`src/rtl/fisgate_pkg.sv`:
```
package fisgate_pkg;

    typedef enum logic [1:0] {
        S_IDLE    = 2'd0,
        S_WAIT_SW = 2'd1,
        S_XFER    = 2'd2
    } gate_state_t;

    typedef enum logic [1:0] {
        M_REFUSE = 2'b00,
        M_PASS   = 2'b01,
        M_INTLK  = 2'b10,
        M_RSVD   = 2'b11
    } gate_mode_t;

    localparam int NUM_EN = 3;
    localparam int EN_OUT = 0;
    localparam int EN_FPW = 1;
    localparam int EN_IN  = 2;

endpackage

```
`src/rtl/fis_type_sniffer.sv`:
```
module fis_type_sniffer #(
    parameter int          DW      = 32,
    parameter int          CODE_W  = 8,
    parameter int          DIR_BIT = 13,
    parameter logic [7:0]  CODE    = 8'h41
) (
    input  logic          rx_valid,
    input  logic          rx_sof,
    input  logic [DW-1:0] rx_data,
    output logic          hit,
    output logic          hit_dir,
    output logic [DW-1:0] hit_hdr
);
    localparam logic [CODE_W-1:0] CODE_CMP = CODE_W'(CODE);

    logic type_match;

    assign type_match = (rx_data[CODE_W-1:0] == CODE_CMP);
    assign hit        = rx_valid && rx_sof && type_match;
    assign hit_hdr    = rx_data;

    generate
        if (DIR_BIT < DW) begin : g_dir
            assign hit_dir = rx_data[DIR_BIT];
        end else begin : g_nodir
            assign hit_dir = 1'b0;
        end
    endgenerate

endmodule

```
`src/rtl/intlk_fsm.sv`:
```
module intlk_fsm
    import fisgate_pkg::*;
#(
    parameter int DW = 32
) (
    input  logic          clk,
    input  logic          rst_n,
    input  logic          hit,
    input  logic          hit_dir,
    input  logic [DW-1:0] hit_hdr,
    input  logic          cfg_we,
    input  logic [1:0]    cfg_wdata,
    input  logic          sw_accept,
    input  logic          sw_reject,
    input  logic          xfer_done,
    output gate_state_t   state,
    output logic [1:0]    mode,
    output logic          irq,
    output logic [DW-1:0] held_hdr,
    output logic          held_dir,
    output logic          prim_req,
    output logic          prim_ok,
    output logic          busy_rej
);
    gate_state_t state_q, state_n;
    logic [1:0]    mode_q;
    logic [DW-1:0] hdr_q;
    logic          dir_q;
    logic          latch_hit;

    // state register
    always_ff @(posedge clk or negedge rst_n) begin
        if (!rst_n) state_q <= S_IDLE;
        else        state_q <= state_n;
    end

    // mode register and held frame fields
    always_ff @(posedge clk or negedge rst_n) begin
        if (!rst_n) begin
            mode_q <= 2'b00;
            hdr_q  <= '0;
            dir_q  <= 1'b0;
        end else begin
            if (cfg_we) mode_q <= cfg_wdata;
            if (latch_hit) begin
                hdr_q <= hit_hdr;
                dir_q <= hit_dir;
            end
        end
    end

    // next state and response decisions
    always_comb begin
        state_n   = state_q;
        prim_req  = 1'b0;
        prim_ok   = 1'b0;
        busy_rej  = 1'b0;
        latch_hit = 1'b0;
        unique case (state_q)
            S_IDLE: begin
                if (hit) begin
                    unique case (gate_mode_t'(mode_q))
                        M_INTLK: begin
                            state_n   = S_WAIT_SW;
                            latch_hit = 1'b1;
                        end
                        M_PASS: begin
                            state_n   = S_XFER;
                            latch_hit = 1'b1;
                            prim_req  = 1'b1;
                            prim_ok   = 1'b1;
                        end
                        default: begin
                            prim_req = 1'b1;
                            prim_ok  = 1'b0;
                        end
                    endcase
                end
            end
            S_WAIT_SW: begin
                busy_rej = hit;
                if (sw_reject) begin
                    state_n  = S_IDLE;
                    prim_req = 1'b1;
                    prim_ok  = 1'b0;
                end else if (sw_accept) begin
                    state_n  = S_XFER;
                    prim_req = 1'b1;
                    prim_ok  = 1'b1;
                end
            end
            S_XFER: begin
                busy_rej = hit;
                if (xfer_done) state_n = S_IDLE;
            end
            default: state_n = S_IDLE;
        endcase
    end

    assign state    = state_q;
    assign mode     = mode_q;
    assign irq      = (state_q == S_WAIT_SW);
    assign held_hdr = hdr_q;
    assign held_dir = dir_q;

    AST_PARK_HOLDS: assert property (@(posedge clk) disable iff (!rst_n)
        (irq && !sw_accept && !sw_reject) |=> (irq && $stable(held_dir) && $stable(held_hdr)));

    AST_XFER_EXITS_ON_DONE: assert property (@(posedge clk) disable iff (!rst_n)
        (state_q == S_XFER && xfer_done) |=> (state_q == S_IDLE));

endmodule

```
`src/rtl/resp_arb.sv`:
```
module resp_arb #(
    parameter int DEFER_W = 2
) (
    input  logic clk,
    input  logic rst_n,
    input  logic prim_req,
    input  logic prim_ok,
    input  logic rej_req,
    output logic resp_req,
    output logic resp_ok
);
    localparam logic [DEFER_W-1:0] CNT_MAX = {DEFER_W{1'b1}};

    logic [DEFER_W-1:0] cnt_q, cnt_n;
    logic               req_n, ok_n;
    logic [DEFER_W:0]   sum;

    assign sum = {1'b0, cnt_q} + {{DEFER_W{1'b0}}, rej_req};

    always_comb begin
        req_n = 1'b0;
        ok_n  = 1'b0;
        cnt_n = cnt_q;
        if (prim_req) begin
            req_n = 1'b1;
            ok_n  = prim_ok;
            cnt_n = (sum > {1'b0, CNT_MAX}) ? CNT_MAX : sum[DEFER_W-1:0];
        end else if (sum != '0) begin
            req_n = 1'b1;
            ok_n  = 1'b0;
            cnt_n = DEFER_W'(sum - 1'b1);
        end
    end

    always_ff @(posedge clk or negedge rst_n) begin
        if (!rst_n) begin
            cnt_q    <= '0;
            resp_req <= 1'b0;
            resp_ok  <= 1'b0;
        end else begin
            cnt_q    <= cnt_n;
            resp_req <= req_n;
            resp_ok  <= ok_n;
        end
    end

    AST_PRIM_FIRST: assert property (@(posedge clk) disable iff (!rst_n)
        prim_req |=> (resp_req && resp_ok == $past(prim_ok)));

    AST_QUEUED_REFUSAL: assert property (@(posedge clk) disable iff (!rst_n)
        (prim_req && rej_req) |=> ##1 (resp_req && !resp_ok));

endmodule

```
`src/rtl/dma_en_ctl.sv`:
```
module dma_en_ctl
    import fisgate_pkg::*;
(
    input  logic clk,
    input  logic rst_n,
    input  logic armed,
    input  logic dir,
    input  logic out_set,
    input  logic fpwr_set,
    input  logic in_set,
    input  logic xfer_done,
    output logic out_en,
    output logic fpwr,
    output logic in_en
);
    // direction value under which each enable may be set
    localparam logic [NUM_EN-1:0] DIR_OF = 3'b100;

    logic [NUM_EN-1:0] set_v;
    logic [NUM_EN-1:0] en_q;

    assign set_v[EN_OUT] = out_set;
    assign set_v[EN_FPW] = fpwr_set;
    assign set_v[EN_IN]  = in_set;

    generate
        for (genvar i = 0; i < NUM_EN; i++) begin : g_en
            always_ff @(posedge clk or negedge rst_n) begin
                if (!rst_n)                                    en_q[i] <= 1'b0;
                else if (xfer_done)                            en_q[i] <= 1'b0;
                else if (armed && set_v[i] && dir == DIR_OF[i]) en_q[i] <= 1'b1;
            end
        end
    endgenerate

    assign out_en = en_q[EN_OUT];
    assign fpwr   = en_q[EN_FPW];
    assign in_en  = en_q[EN_IN];

    AST_DIR_EXCLUSIVE: assert property (@(posedge clk) disable iff (!rst_n)
        in_en |-> (!out_en && !fpwr));

    AST_DONE_CLEARS: assert property (@(posedge clk) disable iff (!rst_n)
        xfer_done |=> (!out_en && !fpwr && !in_en));

endmodule

```
`src/rtl/fis_intlk_gate.sv`:
```
module fis_intlk_gate
    import fisgate_pkg::*;
#(
    parameter int         DW         = 32,
    parameter int         CODE_W     = 8,
    parameter int         DIR_BIT    = 13,
    parameter logic [7:0] SETUP_CODE = 8'h41,
    parameter int         DEFER_W    = 2
) (
    input  logic          clk,
    input  logic          rst_n,
    input  logic          rx_valid,
    input  logic          rx_sof,
    input  logic [DW-1:0] rx_data,
    input  logic          cfg_we,
    input  logic [1:0]    cfg_wdata,
    input  logic          sw_accept,
    input  logic          sw_reject,
    input  logic          sw_out_set,
    input  logic          sw_fpwr_set,
    input  logic          sw_in_set,
    input  logic          xfer_done,
    output logic [1:0]    cfg_mode,
    output logic          irq,
    output logic [DW-1:0] fis_hdr,
    output logic          fis_dir,
    output logic          resp_req,
    output logic          resp_ok,
    output logic          dma_out_en,
    output logic          dma_in_en,
    output logic          fpdma_wr
);
    gate_state_t   state;
    logic          hit, hit_dir;
    logic [DW-1:0] hit_hdr;
    logic          prim_req, prim_ok, busy_rej;

    fis_type_sniffer #(
        .DW(DW), .CODE_W(CODE_W), .DIR_BIT(DIR_BIT), .CODE(SETUP_CODE)
    ) u_sniff (
        .rx_valid(rx_valid), .rx_sof(rx_sof), .rx_data(rx_data),
        .hit(hit), .hit_dir(hit_dir), .hit_hdr(hit_hdr)
    );

    intlk_fsm #(.DW(DW)) u_fsm (
        .clk(clk), .rst_n(rst_n),
        .hit(hit), .hit_dir(hit_dir), .hit_hdr(hit_hdr),
        .cfg_we(cfg_we), .cfg_wdata(cfg_wdata),
        .sw_accept(sw_accept), .sw_reject(sw_reject), .xfer_done(xfer_done),
        .state(state), .mode(cfg_mode), .irq(irq),
        .held_hdr(fis_hdr), .held_dir(fis_dir),
        .prim_req(prim_req), .prim_ok(prim_ok), .busy_rej(busy_rej)
    );

    resp_arb #(.DEFER_W(DEFER_W)) u_arb (
        .clk(clk), .rst_n(rst_n),
        .prim_req(prim_req), .prim_ok(prim_ok), .rej_req(busy_rej),
        .resp_req(resp_req), .resp_ok(resp_ok)
    );

    dma_en_ctl u_en (
        .clk(clk), .rst_n(rst_n),
        .armed(state == S_XFER), .dir(fis_dir),
        .out_set(sw_out_set), .fpwr_set(sw_fpwr_set), .in_set(sw_in_set),
        .xfer_done(xfer_done),
        .out_en(dma_out_en), .fpwr(fpdma_wr), .in_en(dma_in_en)
    );

    AST_REFUSE_MODE: assert property (@(posedge clk) disable iff (!rst_n)
        (state == S_IDLE && hit && !cfg_mode[0] && !cfg_mode[1]) |=> (resp_req && !resp_ok && !irq));

    AST_INTLK_RAISES_IRQ: assert property (@(posedge clk) disable iff (!rst_n)
        (state == S_IDLE && hit && cfg_mode == 2'b10) |=> (irq && !resp_req));

    AST_ACCEPT_OK: assert property (@(posedge clk) disable iff (!rst_n)
        (irq && sw_accept && !sw_reject) |=> (resp_req && resp_ok && !irq));

    AST_REJECT_ERR: assert property (@(posedge clk) disable iff (!rst_n)
        (irq && sw_reject) |=> (resp_req && !resp_ok && !irq));

endmodule

```
`config.mk`:
```
export PLATFORM = sky130hd
export DESIGN_NAME = fis_intlk_gate
export DESIGN_NICKNAME = d
export VERILOG_FILES = /design/src/rtl/fisgate_pkg.sv /design/src/rtl/fis_type_sniffer.sv /design/src/rtl/intlk_fsm.sv /design/src/rtl/resp_arb.sv /design/src/rtl/dma_en_ctl.sv /design/src/rtl/fis_intlk_gate.sv
export SDC_FILE = /design/constraint.sdc
export NUM_CORES = 1
export LEC_CHECK = 0
export ABC_AREA = 1
export ABC_CLOCK_PERIOD_IN_PS = 2960
export BUFFER_PORTS_ARGS = -buffer_cell sky130_fd_sc_hd__buf_2
export CAP_MARGIN = 20
export CELL_PAD_IN_SITES_DETAIL_PLACEMENT = 0
export CELL_PAD_IN_SITES_GLOBAL_PLACEMENT = 1
export CORE_MARGIN = 2
export CORE_UTILIZATION = 25
export CTS_BUF_LIST = sky130_fd_sc_hd__clkbuf_4 sky130_fd_sc_hd__clkbuf_8
export DETAILED_ROUTE_END_ITERATION = 8
export HOLD_SLACK_MARGIN = 0.15
export PLACE_DENSITY = 0.7
export SLEW_MARGIN = 20
export SYNTH_ARGS = -nofsm -noshare
export SYNTH_HDL_FRONTEND = slang
export SYNTH_SLANG_ARGS = --single-unit
```
`constraint.sdc`:
```
create_clock -name clk -period 2.96 [get_ports clk]
set_clock_uncertainty 0.05 [all_clocks]
set_input_delay 0.444 -clock clk [delete_from_list [all_inputs] [get_ports clk]]
set_output_delay 0.444 -clock clk [all_outputs]
set_load 0.02 [all_outputs]
```
; ---- Word-level counts from Yosys, hierarchy flattened
; Index checks and enable logic that the tools add are counted.
[totals]
ff_bits = 44
word_cells = 71
[classes]
addsub = 2
order_cmp = 1
n_eq_ne = 9
mux = 31
bitwise_logic = 1
n_reduce_logical = 17
[ops]
columns = operator, n
row1 = $mux 1, 20
row2 = $mux 2, 7
row3 = $eq 8x7->1 const B, 1
row4 = $logic_and 1x1->1, 8
row5 = $reduce_bool 2->1, 4
row6 = $ne 3x3->1 const B, 2
row7 = $pmux 2 s3, 1
row8 = $eq 2x1->1 const B, 2
row9 = $eq 2x2->1 const B, 2
row10 = $ne 2x2->1 const B, 2
row11 = $pmux 1 s2, 2
row12 = $pmux 2 s2, 1
row13 = $reduce_and 4->1, 1
row14 = $reduce_or 2->1, 2
row15 = $add 2x1->3, 1
row16 = $gt 3x2->1 const B, 1
row17 = $reduce_bool 3->1, 1
row18 = $logic_not 2->1, 1
row19 = $sub 2x1->2 const B, 1
row20 = $not 1->1, 1

; ---- Depth between registers and ports, before layout
; Gate-level depths: netlist (run 1).
[depth]
word_depth = 7
ltp_mapped = 15

; ---- Modules after synthesis
; A second synthesis (run 1) with hierarchy kept.
[hier_totals]
hier_cells = 288
area_unflattened_um2 = 2398.6
[modules_own_cells]
columns = module, n_inst, cells_per_inst, area_each_um2, seq_area_each_um2
row1 = intlk_fsm, 1, 198, 1709.1, 925.9
row2 = fis_type_sniffer, 1, 41, 280.3, 0.0
row3 = resp_arb, 1, 34, 279.0, 100.1
row4 = dma_en_ctl, 1, 13, 120.1, 75.1
row5 = fis_intlk_gate, 1, 2, 10.0, 0.0

; ---- Worst setup path before layout (run 1)
; Ideal clock, no wire load.
[synth_path]
path_kind = input -> register
from = input rx_data[2]
to = register u_arb.cnt_q[1]
setup_time_ps = 117
arrival_ps = 1969
required_ps = 2793
path_slack_ps = 824
path_stages = 14
path_buffers = 0
cell_sequence = inv_1 > nand2_1 > nor2_2 > nand2_2 > nor3b_1 > ha_1 > ha_1 > inv_1 > ha_1 > inv_1 > nor2_1 > nand3_1 > nor2_1 > nor2_1
[synth_between]
elab_chain_cells = 7
elab_cells_between_ends = 13
cone_classes = add/sub (2) / order compare (1) / eq/ne (1) / mux (6) / reduce/logical (3)
[synth_lines]
columns = element, line
row1 = "start, declared", fis_intlk_gate.sv:14  ; input logic [DW-1:0] rx_data,
row2 = $eq 8x7->1 (*), fis_type_sniffer.sv:18  ; assign type_match = (rx_data[CODE_W-1:0] == CODE_CMP);
row3 = $logic_and 1x1->1 (*), fis_type_sniffer.sv:19  ; assign hit = rx_valid && rx_sof && type_match;
row4 = $mux 1, intlk_fsm.sv:59  ; unique case (state_q)
row5 = $add 2x1->3, resp_arb.sv:18  ; assign sum = {1'b0, cnt_q} + {{DEFER_W{1'b0}}, rej_req};
row6 = $gt 3x2->1 / $sub 2x1->2 (equally long branches), "resp_arb.sv:27, resp_arb.sv:31"
row7 = $mux 2 (on tied branches), "resp_arb.sv:27, resp_arb.sv:28"
row8 = $mux 2, resp_arb.sv:24  ; if (prim_req) begin
row9 = "end signal, assigned", resp_arb.sv:41  ; cnt_q <= cnt_n;
row10 = "end, declared", resp_arb.sv:14  ; logic [DEFER_W-1:0] cnt_q, cnt_n;
; Mark *: on every way between the ends. The rest lies on a longest branch, timed or not. The select of a mux whose other input is x is not followed.
; A chain may end at the register's enable or synchronous reset.

; ---- Final worst setup path (run 1)
[layout_path]
from = register u_fsm.state_q[0], in the netlist u_fsm.state[0]
to = register u_arb.cnt_q[1]
[layout_between]
elab_chain_cells = 7
elab_cells_between_ends = 14
cone_classes = add/sub (2) / order compare (1) / eq/ne (2) / mux (5) / reduce/logical (4)
[layout_lines]
columns = element, line
row1 = "start, declared", intlk_fsm.sv:25  ; gate_state_t state_q, state_n;
row2 = "start signal, assigned", intlk_fsm.sv:34  ; else state_q <= state_n;
row3 = $eq 2x1->1 / $eq 2x2->1 (equally long branches), intlk_fsm.sv:59
row4 = $reduce_or 2->1 (no line), --
row5 = $mux 1, intlk_fsm.sv:59
row6 = $add 2x1->3, resp_arb.sv:18
row7 = $gt 3x2->1 / $sub 2x1->2 (equally long branches), "resp_arb.sv:27, resp_arb.sv:31"
row8 = $mux 2 (on tied branches), "resp_arb.sv:27, resp_arb.sv:28"
row9 = $mux 2, resp_arb.sv:24
; Several ways; a longest one is shown, not always the timed one. The select of a mux whose other input is x is not followed.

==> results.sh, run 1 <==
export IMPL_grt_use_total_pct=11.5
export IMPL_cts_buffers_inserted=5
export IMPL_crit_fanout=4
export IMPL_synth_seq_cells=43
export IMPL_rsz0062_at_grt="no"
export IMPL_wl_mm=4.86
export IMPL_pwr_share_clk_pct=30.8
export IMPL_final_core_util_pct=33.1
export IMPL_arrival_ns=2.45
export IMPL_drt_iter0_drc=47
export IMPL_place_congestion=0.851
export IMPL_ant_nets=0
export IMPL_p_switching_mw=0.481
export IMPL_htree_levels=2
export IMPL_internal_power_mw=1.01
export IMPL_synth_area_mm2=0.00205
export IMPL_cp_buffers_inverters=3
export IMPL_report_final_slew_viol_count=0
export IMPL_die_area_mm2=0.00895
export IMPL_critPathLaunchType="flop"
export IMPL_cts_setup_buffers=0
export IMPL_vdd_drop_max_mv=0.189
export IMPL_dpl_worst_slack_ns=0.476
export IMPL_start_util_pct=25.4
export IMPL_period_needed_ns=2.32
export IMPL_synth_seq_area_share_pct=52.4
export IMPL_rows=33
export IMPL_timing_hold_ws_ns=0.299
export IMPL_clock_path_buffers=2
export IMPL_core_mm2=0.00809
export IMPL_syn_inst=238
export IMPL_multi_input_area_um2=782
export IMPL_overflow=0
export IMPL_tns_ns=0
export IMPL_path_delay_family="adder cells"
export IMPL_pwr_share_seq_pct=43.9
export IMPL_antenna_cells=0
export IMPL_first_global_vias=1750
export IMPL_worstMarginPinSlew_ns=0.572
export IMPL_cp_end_kind="flop"
export IMPL_hold_violations=0
export IMPL_status="completed"
export IMPL_relSlewSlack_pct=61.5
export IMPL_wl_per_cell_um=11.3
export IMPL_r2r_slack_ns=0.64
export IMPL_ctsResizeCount=0
export IMPL_vias=1781
export IMPL_port_buffer_count=85
export IMPL_fill_cells=902
export IMPL_cts_tree="yes"
export IMPL_setup_ws_ns=0.637
export IMPL_clock_sinks=43
export IMPL_drv_cap=0
export IMPL_p_comb_share_pct=25.3
export IMPL_syn_nets=293
export IMPL_cpMaxStageDelayCell="dfrtp_1"
export IMPL_timing_fmax_mhz=431
export IMPL_worstPathCellList="inv_1 > ha_1 > nor3b_1 > ha_1 > ha_1 > inv_1 > ha_1 > inv_1 > nor2_1 > nand3_1 > nor2_1 > nor2_1"
export IMPL_dieWidth_um=94.6
export IMPL_yosysWarnings=0
export IMPL_insertion_delay_ns=0.29
export IMPL_powerDensity_mw_per_mm2=557
export IMPL_clockRootBuffer="clkbuf_8"
export IMPL_crit_path_max_incr_delay_ns=0.39
export IMPL_setup_viol=0
export IMPL_grt_pass1_wl_mm=8.12
export IMPL_vias_per_cell=4.13
export IMPL_final_cell_mix="84 x buf_2, 75 x nand2_1, 43 x dfrtp_1, 30 x inv_1, 30 x nand3_1"
export IMPL_hpwlAfterDp_mm=3.55
export IMPL_syn_to_final_growth_pct=30.7
export IMPL_die_y_um=94.6
export IMPL_finalCritPeriodShare_pct=78.5
export IMPL_cp_common_cell="ha_1"
export IMPL_drcViolationCount=0
export IMPL_hold_class="input pin to flop"
export IMPL_io_pins=86
export IMPL_drt_pass1_iter_count=4
export IMPL_syn_area_per_cell_um2=8.63
export IMPL_drive_above_1_share_pct=32.2
export IMPL_clk_pin_slew_ns=0.09
export IMPL_seqCellArea_mm2=0.00108
export IMPL_final_common_cell="buf_2"
export IMPL_worstSetupPathType="flop to flop"
export IMPL_finalPower_mw=1.49
export IMPL_synthDistinctLibCells=22
export IMPL_required_ns=3.09
export IMPL_cts_hold_buf=0
export IMPL_swShare_pct=32.2
export IMPL_leakagePower_nw=1.63
export IMPL_grt_max_degree=44
export IMPL_antenna_found_initial=0
export IMPL_nets=380
==> cell type report <==
type | count | area share [%]
clock inverters | 3 | 1.63
clock buffers | 5 | 2.57
flip-flops and latches | 43 | 40.1
multi-input cells | 154 | 29.2
inverters | 32 | 4.48
well taps | 105 | 4.90
repair buffers | 89 | 17.2
==> synthesized netlist by cell type <==
cell / number / area (µm²)
nor2_4: 1 / 11.3
nand2_1: 75 / 282
nand3_1: 30 / 150
buf_6: 5 / 56.3
inv_2: 2 / 7.51
fa_1: 1 / 20.0
nor3b_1: 1 / 7.51
nor2_1: 14 / 52.6
clkbuf_1: 3 / 11.3
o21ai_0: 5 / 25.0
nor3_1: 2 / 10.0
buf_4: 1 / 7.51
nor2_2: 1 / 6.26
inv_1: 30 / 113
ha_1: 9 / 113
a31oi_1: 2 / 12.5
nand2_4: 1 / 11.3
nand2_2: 3 / 18.8
dfrtp_1: 43 / 1080
nand4_1: 5 / 31.3
nor3_4: 1 / 16.3
a21oi_1: 3 / 15.0
==> power groups by stage <==
stage / combinational (mW) / clock (mW) / sequential (mW)
after global routing: 0.437 / 0.502 / 0.661
after floorplan: 0.229 / 0 / 0.685
final: 0.379 / 0.460 / 0.655
after detailed placement: 0.385 / 0 / 0.667
after CTS: 0.386 / 0.479 / 0.656
after global placement: 0.372 / 0 / 0.668
==> state kept, by name, summed over array words and instances, names as in the netlist <==
name,cells
u_arb.resp_req,1
u_en.out_en,1
u_en.in_en,1
u_fsm.held_hdr,32
u_en.fpwr,1
u_fsm.mode,2
u_arb.cnt_q,2
u_arb.resp_ok,1
u_fsm.state,2
==> metal layers <==
| metal | wire [µm] | track usage (%) | part of all wire [%] | vias to the layer above |
|---|---|---|---|---|
| met4 | 31 | 2.90 | 0.64 | 0 |
| li1 | - | - | - | 918 |
| met1 | 2300 | 14.7 | 47 | 806 |
| met3 | 283 | 2.87 | 5.8 | 5 |
| met5 | 0 | 0 | 0 | - |
| met2 | 2240 | 19.4 | 46 | 52 |
==> kinds of logic (layout without fill, tap and decap cells) <==
group | count (synthesis) | count (layout) | share of synthesized area, %
AND/OR/NAND/NOR | 134 | 134 | 29.1
AO/OA/AOI/OAI | 10 | 10 | 2.56
adder cells (fa/ha/maj) | 10 | 10 | 6.46
flip-flops | 43 | 43 | 52.4
buffers and inverters | 41 | 129 | 9.51
==> stage by stage <==
stage	cells	area [µm²]
after floorplan	238	2050
after global placement	422	2560
after detailed placement	422	2560
after CTS	430	2670
after global routing	431	2680
final	431	2680
==> worst reg2reg max path, stage by stage (launching register included) <==
cell     delay, ns
dfrtp_1       0.39
inv_1         0.08
ha_1          0.28
nor3b_1       0.14
ha_1          0.21
ha_1          0.34
inv_1         0.07
ha_1          0.13
inv_1         0.03
nor2_1        0.20
nand3_1       0.13
nor2_1        0.12
nor2_1        0.06
==> final timing paths <==
path / startpoint / endpoint / cells past startpoint
min in group asynchronous: rst_n / u_fsm.held_hdr[6]$_DFFE_PN0P_ / 2
max in group asynchronous: rst_n / u_arb.cnt_q[1]$_DFFE_PN0P_ / 2
min reg2reg: u_fsm.held_hdr[3]$_DFFE_PN0P_ / u_fsm.held_hdr[3]$_DFFE_PN0P_ / 2
min: xfer_done / u_en.in_en$_DFFE_PN0P_ / 2
max: u_fsm.state[0]$_DFFE_PN0P_ / u_arb.cnt_q[1]$_DFFE_PN0P_ / 12
max reg2reg: u_fsm.state[0]$_DFFE_PN0P_ / u_arb.cnt_q[1]$_DFFE_PN0P_ / 12
Note: power is estimated with default switching activity, not from simulation.
==> run 2: changes to the inputs <==
--- a/config.mk
+++ b/config.mk
@@ -6,7 +6,7 @@
 export NUM_CORES = 1
 export LEC_CHECK = 0
 export ABC_AREA = 1
-export ABC_CLOCK_PERIOD_IN_PS = 2960
+export ABC_CLOCK_PERIOD_IN_PS = 1900
 export BUFFER_PORTS_ARGS = -buffer_cell sky130_fd_sc_hd__buf_2
 export CAP_MARGIN = 20
 export CELL_PAD_IN_SITES_DETAIL_PLACEMENT = 0
@@ -16,7 +16,7 @@
 export CTS_BUF_LIST = sky130_fd_sc_hd__clkbuf_4 sky130_fd_sc_hd__clkbuf_8
 export DETAILED_ROUTE_END_ITERATION = 8
 export HOLD_SLACK_MARGIN = 0.15
-export PLACE_DENSITY = 0.7
+export PLACE_DENSITY = 0.73
 export SLEW_MARGIN = 20
 export SYNTH_ARGS = -nofsm -noshare
 export SYNTH_HDL_FRONTEND = slang
==> constraint.sdc (replaced) <==
create_clock -name clk -period 1.9 [get_ports clk]
set_clock_uncertainty 0.05 [all_clocks]
set_input_delay 0.285 -clock clk [delete_from_list [all_inputs] [get_ports clk]]
set_output_delay 0.285 -clock clk [all_outputs]
set_load 0.02 [all_outputs]
==> run 2 against run 1 <==
The flow now finishes with violations (setup timing). Sequential share of layout area is 2.4 points lower. Non-clock buffer count is 18 higher. Fmax is 13% higher. Count of clock-buffer cells in the layout stayed put. Wire length is 0.35% lower. Critical path depth is 2 lower. Sequential cell count stayed put. Die area stayed put. Largest cell class unchanged.
==> results.sh, run 2 (synthesis gave the netlist of run 1 again) <==
export IMPL_drive_above_1_share_pct=38.4
export IMPL_setup_viol=3
export IMPL_grt_pass1_wl_mm=7.96
export IMPL_grt_max_degree=44
export IMPL_grt_use_total_pct=11.2
export IMPL_rsz0062_at_grt="yes"
export IMPL_dieWidth_um=94.6
export IMPL_powerDensity_mw_per_mm2=822
export IMPL_antenna_cells=0
export IMPL_overflow=0
export IMPL_finalCritPeriodShare_pct=108
export IMPL_cts_buffers_inserted=5
export IMPL_vias=1849
export IMPL_report_final_slew_viol_count=0
export IMPL_dpl_worst_slack_ns=-0.220
export IMPL_arrival_ns=2.19
export IMPL_fill_cells=898
export IMPL_cp_buffers_inverters=2
export IMPL_hpwlAfterDp_mm=3.66
export IMPL_first_global_vias=1809
export IMPL_leakagePower_nw=1.69
export IMPL_clk_pin_slew_ns=0.08
export IMPL_hold_class="input pin to flop"
export IMPL_rows=33
export IMPL_hold_violations=0
export IMPL_worstSetupPathType="flop to flop"
export IMPL_seqCellArea_mm2=0.00108
export IMPL_drt_pass1_iter_count=4
export IMPL_tns_ns=-0.285
export IMPL_period_needed_ns=2.05
export IMPL_core_mm2=0.00809
export IMPL_vias_per_cell=4.12
export IMPL_timing_fmax_mhz=487
export IMPL_drt_iter0_drc=43
export IMPL_crit_fanout=2
export IMPL_path_delay_family="adder cells"
export IMPL_r2r_slack_ns=-0.15
export IMPL_clock_sinks=43
export IMPL_critPathLaunchType="flop"
export IMPL_antenna_found_initial=0
export IMPL_status="finished, violations left"
export IMPL_cp_end_kind="flop"
export IMPL_wl_per_cell_um=10.8
export IMPL_final_cell_mix="85 x buf_2, 75 x nand2_1, 43 x dfrtp_1, 29 x nand3_1, 25 x inv_1"
export IMPL_start_util_pct=25.4
export IMPL_violations="setup timing"
export IMPL_worstPathCellList="inv_2 > ha_4 > nor3b_2 > ha_2 > inv_2 > fa_1 > nor2_1 > nand3_1 > nand2_1 > nor2_1"
export IMPL_relSlewSlack_pct=64.4
export IMPL_worstMarginPinSlew_ns=0.528
export IMPL_drv_cap=0
export IMPL_cpMaxStageDelayCell="fa_1"
export IMPL_die_area_mm2=0.00895
export IMPL_vdd_drop_max_mv=0.249
export IMPL_crit_path_max_incr_delay_ns=0.42
export IMPL_htree_levels=2
export IMPL_io_pins=86
export IMPL_finalPower_mw=2.34
export IMPL_ant_nets=0
export IMPL_port_buffer_count=85
export IMPL_clockRootBuffer="clkbuf_8"
export IMPL_syn_to_final_growth_pct=38.8
export IMPL_wl_mm=4.84
export IMPL_setup_ws_ns=-0.155
export IMPL_die_y_um=94.6
export IMPL_final_common_cell="buf_2"
export IMPL_required_ns=2.04
export IMPL_timing_hold_ws_ns=0.161
export IMPL_cts_tree="yes"
export IMPL_clock_path_buffers=2
export IMPL_nets=398
export IMPL_drcViolationCount=0
export IMPL_multi_input_area_um2=830
export IMPL_largest_reg_flops=32
export IMPL_insertion_delay_ns=0.29
export IMPL_place_congestion=0.719
run 2: changes by cell type in the layout (fill, tap and decap cells not counted), sizes merged:
cell	previous run	this run
buf	88	103
inv	32	33
dlygate4sd3	1	4
clkinv	2	0
bufinv	1	0
clkinvlp	0	2
run 2: cell type report:
class | instances | share of cell area, %
flip-flops and latches | 43 | 37.8
clock inverters | 3 | 0.834
repair buffers | 107 | 21.1
well taps | 105 | 4.61
multi-input cells | 154 | 29.1
inverters | 32 | 4.21
clock buffers | 5 | 2.41
run 2: per-stage QoR:
stage / utilization, % / instances / area [µm²]
after detailed placement: 33.0 / 434 / 2670
after global placement: 33.0 / 434 / 2670
final: 35.2 / 449 / 2850
after floorplan: - / 238 / 2080
after global routing: 35.2 / 449 / 2850
after CTS: 35.0 / 447 / 2830
run 2: final timing paths:
| check | endpoint | cells past startpoint | start |
|---|---|---|---|
| worst max register to register | u_arb.cnt_q[1]$_DFFE_PN0P_ | 10 | u_fsm.state[0]$_DFFE_PN0P_ |
| worst min-delay path | u_fsm.mode[1]$_DFFE_PN0P_ | 2 | cfg_we |
| max in group asynchronous | u_fsm.held_hdr[26]$_DFFE_PN0P_ | 3 | rst_n |
| worst min register to register | u_fsm.held_hdr[0]$_DFFE_PN0P_ | 2 | u_fsm.held_hdr[0]$_DFFE_PN0P_ |
| min in group asynchronous | u_fsm.held_hdr[15]$_DFFE_PN0P_ | 3 | rst_n |
| worst max-delay path | u_arb.cnt_q[1]$_DFFE_PN0P_ | 10 | u_fsm.state[0]$_DFFE_PN0P_ |
run 2: timing repair:
item,CTS,global route
resized for setup,6,2
setup endpoints to repair,3,3
hold buffers,4,0
pin swaps,4,6
setup buffers,1,2
hold endpoints to repair,48,0
run 2: per-layer routing:
layer	vias to the layer above	part of all wire [%]	global-route usage (%)
li1	951	-	-
met1	842	45	13.6
met2	54	48	19.6
met3	2	5.8	2.47
met4	0	0.93	3.99
met5	-	0	0
run 2: power by group:
part	internal [mW]	switching, mW	total (mW)
Clock	0.263	0.323	0.585
Combinational	0.318	0.418	0.737
Sequential	0.979	0.0430	1.02
